### config.mk
export PLATFORM = sky130hd
export DESIGN_NAME = pipe_interlock
export DESIGN_NICKNAME = d
export VERILOG_FILES = /design/src/rtl/pipe_interlock_pkg.sv /design/src/rtl/pipe_interlock_match.sv /design/src/rtl/pipe_interlock_ctl.sv /design/src/rtl/pipe_interlock.sv
export SDC_FILE = /design/constraint.sdc
export NUM_CORES = 1
export LEC_CHECK = 0
export ABC_AREA = 1
export BUFFER_PORTS_ARGS = -buffer_cell sky130_fd_sc_hd__buf_2
export CORE_AREA = 4 4 41 43
export DETAILED_ROUTE_END_ITERATION = 6
export DIE_AREA = 0 0 45 47
export SYNTH_ARGS = -nofsm -noshare
export SYNTH_HDL_FRONTEND = slang
export SYNTH_SLANG_ARGS = --single-unit
### constraint.sdc
create_clock -name vclk -period 1.3
set_input_delay 0.26 -clock vclk [all_inputs]
set_output_delay 0.26 -clock vclk [all_outputs]
set_load 0.1 [all_outputs]
### src/rtl/pipe_interlock_pkg.sv
package pipe_interlock_pkg;

  // per-stage strobes from the control to the top
  typedef struct packed {
    logic pcEn;
    logic ifIdEn;
    logic idExEn;
    logic idExBubble;
    logic exMemEn;
    logic memWbEn;
    logic wbCommitEn;
  } stageStrobes_t;

  typedef enum logic [1:0] {
    MODE_RUN    = 2'd0,
    MODE_ELASTIC = 2'd1,
    MODE_FREEZE = 2'd2
  } stallMode_t;

endpackage

### src/rtl/pipe_interlock_match.sv
module pipe_interlock_match #(
  parameter int REG_ADDR_W = 5,
  parameter int NUM_SRC    = 2
) (
  input  logic [NUM_SRC-1:0][REG_ADDR_W-1:0] srcReg,
  input  logic [NUM_SRC-1:0]                 srcValid,
  input  logic [REG_ADDR_W-1:0]              dstReg,
  input  logic                               dstLoadWrite,
  output logic [NUM_SRC-1:0]                 srcHit
);
  localparam logic [REG_ADDR_W-1:0] ZERO_REG = '0;

  logic dstLive;
  assign dstLive = dstLoadWrite && (dstReg != ZERO_REG);

  for (genvar g = 0; g < NUM_SRC; g++) begin : g_cmp
    assign srcHit[g] = dstLive && srcValid[g] && (srcReg[g] == dstReg);
  end

  always_comb begin
    AST_ZERO_DST_NO_HIT: assert (!(dstReg == ZERO_REG && |srcHit)) else $error("hit on register 0");
    AST_NO_LOAD_NO_HIT: assert (dstLoadWrite || srcHit == '0) else $error("hit without load");
  end

endmodule

### src/rtl/pipe_interlock_ctl.sv
module pipe_interlock_ctl
  import pipe_interlock_pkg::*;
#(
  parameter int NUM_SRC = 2
) (
  input  logic [NUM_SRC-1:0] srcHit,
  input  logic               memMiss,
  output stallMode_t         mode,
  output stageStrobes_t      strobes
);

  always_comb begin
    if (memMiss)        mode = MODE_FREEZE;
    else if (|srcHit)   mode = MODE_ELASTIC;
    else                mode = MODE_RUN;
  end

  always_comb begin
    strobes = '{pcEn: 1'b1, ifIdEn: 1'b1, idExEn: 1'b1, idExBubble: 1'b0,
                exMemEn: 1'b1, memWbEn: 1'b1, wbCommitEn: 1'b1};
    unique case (mode)
      MODE_ELASTIC: begin
        strobes.pcEn       = 1'b0;
        strobes.ifIdEn     = 1'b0;
        strobes.idExBubble = 1'b1;
      end
      MODE_FREEZE: begin
        strobes = '0;
      end
      default: ;
    endcase
  end

  always_comb begin
    AST_FREEZE_HOLDS_ALL: assert (!memMiss || strobes == '0) else $error("freeze leak");
    AST_FREEZE_WINS: assert (!(memMiss && strobes.idExBubble)) else $error("bubble in freeze");
    AST_BUBBLE_LOADS: assert (!strobes.idExBubble || strobes.idExEn) else $error("bubble not loaded");
    AST_BUBBLE_HOLDS_FRONT: assert (!strobes.idExBubble || (!strobes.pcEn && !strobes.ifIdEn && strobes.exMemEn)) else $error("elastic shape");
  end

endmodule

### src/rtl/pipe_interlock.sv
module pipe_interlock
  import pipe_interlock_pkg::*;
#(
  parameter int REG_ADDR_W = 5
) (
  input  logic [REG_ADDR_W-1:0] idRs,
  input  logic [REG_ADDR_W-1:0] idRt,
  input  logic                  idUsesRt,
  input  logic [REG_ADDR_W-1:0] exRd,
  input  logic                  exRegWrite,
  input  logic                  exIsLoad,
  input  logic                  memMiss,
  output logic                  pcEn,
  output logic                  ifIdEn,
  output logic                  idExEn,
  output logic                  idExBubble,
  output logic                  exMemEn,
  output logic                  memWbEn,
  output logic                  wbCommitEn
);
  localparam int NUM_SRC = 2;

  logic [NUM_SRC-1:0][REG_ADDR_W-1:0] srcReg;
  logic [NUM_SRC-1:0]                 srcValid;
  logic [NUM_SRC-1:0]                 srcHit;
  stallMode_t                         mode;
  stageStrobes_t                      strobes;

  assign srcReg   = {idRt, idRs};
  assign srcValid = {idUsesRt, 1'b1};

  pipe_interlock_match #(.REG_ADDR_W(REG_ADDR_W), .NUM_SRC(NUM_SRC)) u_match (
    .srcReg(srcReg),
    .srcValid(srcValid),
    .dstReg(exRd),
    .dstLoadWrite(exIsLoad && exRegWrite),
    .srcHit(srcHit)
  );

  pipe_interlock_ctl #(.NUM_SRC(NUM_SRC)) u_ctl (
    .srcHit(srcHit),
    .memMiss(memMiss),
    .mode(mode),
    .strobes(strobes)
  );

  assign pcEn       = strobes.pcEn;
  assign ifIdEn     = strobes.ifIdEn;
  assign idExEn     = strobes.idExEn;
  assign idExBubble = strobes.idExBubble;
  assign exMemEn    = strobes.exMemEn;
  assign memWbEn    = strobes.memWbEn;
  assign wbCommitEn = strobes.wbCommitEn;

  always_comb begin
    AST_RUN_MODE_OPEN: assert (mode != MODE_RUN || (pcEn && ifIdEn && !idExBubble && wbCommitEn)) else $error("run closed");
  end

endmodule

==> flow_summary.toml <==
[timing]
worst_pin_slew_ns = 0.186
setup_slack_ns = -0.106
setup_viol = 3
fin_crit_sh_pct = 108
max_slew_margin_pct = 87.5
fmax_ghz = 0.711
hold_viol_final = 0
rsz0062_at_grt = "yes"
final.min_clock_period_ns = 1.41
hold_ws_ns = 0.907
slew_violations = 0

[die]
die_w_um = 45
core_um2 = 1300
ios = 26
row_count = 13
die-area_um2 = 2120
start_util_pct = 20.2
die_y_um = 47

[drt]
drt_iter0_drc = 1
first_pass_iters = 2
vias = 400
wire_per_inst_um = 8.36
post-route-drc-count = 0
vias_per_cell = 4.04
ant_nets = 0
totalWireLength_um = 828

[grt]
track_usage_pct = 7.95
antenna_found_initial = 0
grt_pass1_wl_mm = 1.34
first_global_vias = 345
overflow = 0
grt_start_max_net_pins = 6

[final_layout]
fillers = 134
fin_nets = 105
seq_cell_count = 0
final_layout_size_suffix_gt1_share_pct = 67.9
seq_area_um2 = 0
post-route-util_pct = 51.8
clkbuf_count = 0
antenna_cells = 0
area_growth_pct = 157
final_cells = 99
layout_commonest_cell = "nand2_1"
final_cell_mix = "nand2_1, nand2_2, inv_2, buf_12"

[logic_synthesis]
yosysTopAreaCell = "nand2_1"
synth_nets = 81
ys_seq_area_share_pct = 0
synth_top_area_share_pct = 40.0
synth_area_um2 = 263
synth_area_leaders = "nand2_1, inv_1, buf_4, nor2_1, nand3_1"
syn_inst = 62
ys_types = 10
yosys_warnings = 0
avgSynthCellArea_um2 = 4.24

[setup_path]
start_kind = "input port"
max_stage_delay_ns = 0.18
cp.required_ns = 1.04
critical_path.cell_chain = "buf_12 -> clkinv_8 -> nand2_2 -> nand2_1 -> nor2_1 -> nand3_1 -> nand2_2 -> nand2_2 -> nor2_4 -> buf_12"
end_kind = "primary output"
setup.worst_path.class = "in2out"
path_max_fanout = 4
path_buf_inv = 3
crit_path_frequent_cell = "nand2_2"
critPathArrivalTime_ns = 1.15
cp_slowest_cell = "buf_12"
cp_top_family = "simple AND/OR/NAND/NOR gates"

[hold_path]
hp-class = "in2out"

[placed_design]
io_buffers = 26
dp_hpwl_um = 754
place_inst = 99
place_congestion = 0.685

[run_status]
failed_checks = "negative setup slack"
status = "finished, violations left"

[cts]
hold_buffers = 0

[power_and_ir_drop]
leakage_uw = 0.000358
total_power_uw = 282
ir_worst_vdd_v = 0.000170
power_density_nw_per_um2 = 418

[job]
cap_viol_max_count = 0
[Yosys cell counts]
library cell   n
inv_2          1
a21oi_1        1
nor2_1         7
xnor2_1        1
nand3_1        3
buf_4          4
nand4_1        1
inv_1         15
nand2_1       28
nor2_2         1
[worst paths after layout]
kind                 from    endpoint  slack [ns]  cells past startpoint
setup / recovery  exRd[0]  idExBubble       -0.11                     10
hold / removal    memMiss  idExBubble        0.91                      3
[logic make-up (layout without fill, tap and decap cells)]
family | Yosys count | count (layout) | synth area share (%)
buffers and inverters | 20 | 42 | 34.3
AND/OR/NAND/NOR | 40 | 40 | 60.5
AO/OA/AOI/OAI | 1 | 1 | 1.90
XOR/XNOR | 1 | 1 | 3.33
[per-stage QoR]
stage               area, µm²  worst slack (ns)  TNS [ns]
global placement          547            -0.210    -0.534
finish                    674            -0.106    -0.301
global route              674            -0.178    -0.524
floorplan                 347            -0.395    -0.729
CTS                       623            -0.125    -0.374
detailed placement        547            -0.213    -0.560
[power by group]
| part | switching, µW | internal [µW] |
|---|---|---|
| Clock | 0 | 0 |
| Combinational | 160 | 121 |
| Sequential | 0 | 0 |
[worst min-delay path: cells and delay by family]
kind	cells	cell delay, ns
AND/OR/NAND/NOR	1	0.06
buffers and inverters	2	0.32
[final cells by class]
| type | count | area (µm²) | share of cell area, % |
|---|---|---|---|
| inverters | 16 | 101 | 15.0 |
| repair buffers | 26 | 325 | 48.2 |
| well taps | 15 | 18.8 | 2.78 |
| multi-input cells | 42 | 229 | 34.0 |
[metal layers]
metal	vias to the layer above	track usage, %	share of wire [%]
met5	-	0	0
met4	0	0	0
met3	0	1.15	8.6
met2	14	16.4	57
met1	168	8.99	35
li1	218	-	-
[timing repair]
| action | 4_1_cts | 5_1_grt |
|---|---|---|
| pin swaps | 14 | 20 |
| endpoints found under the setup margin | 3 | 3 |
| buffers inserted | 0 | 0 |
| resized for setup | 23 | 17 |
(Power assumes the default switching activity.)
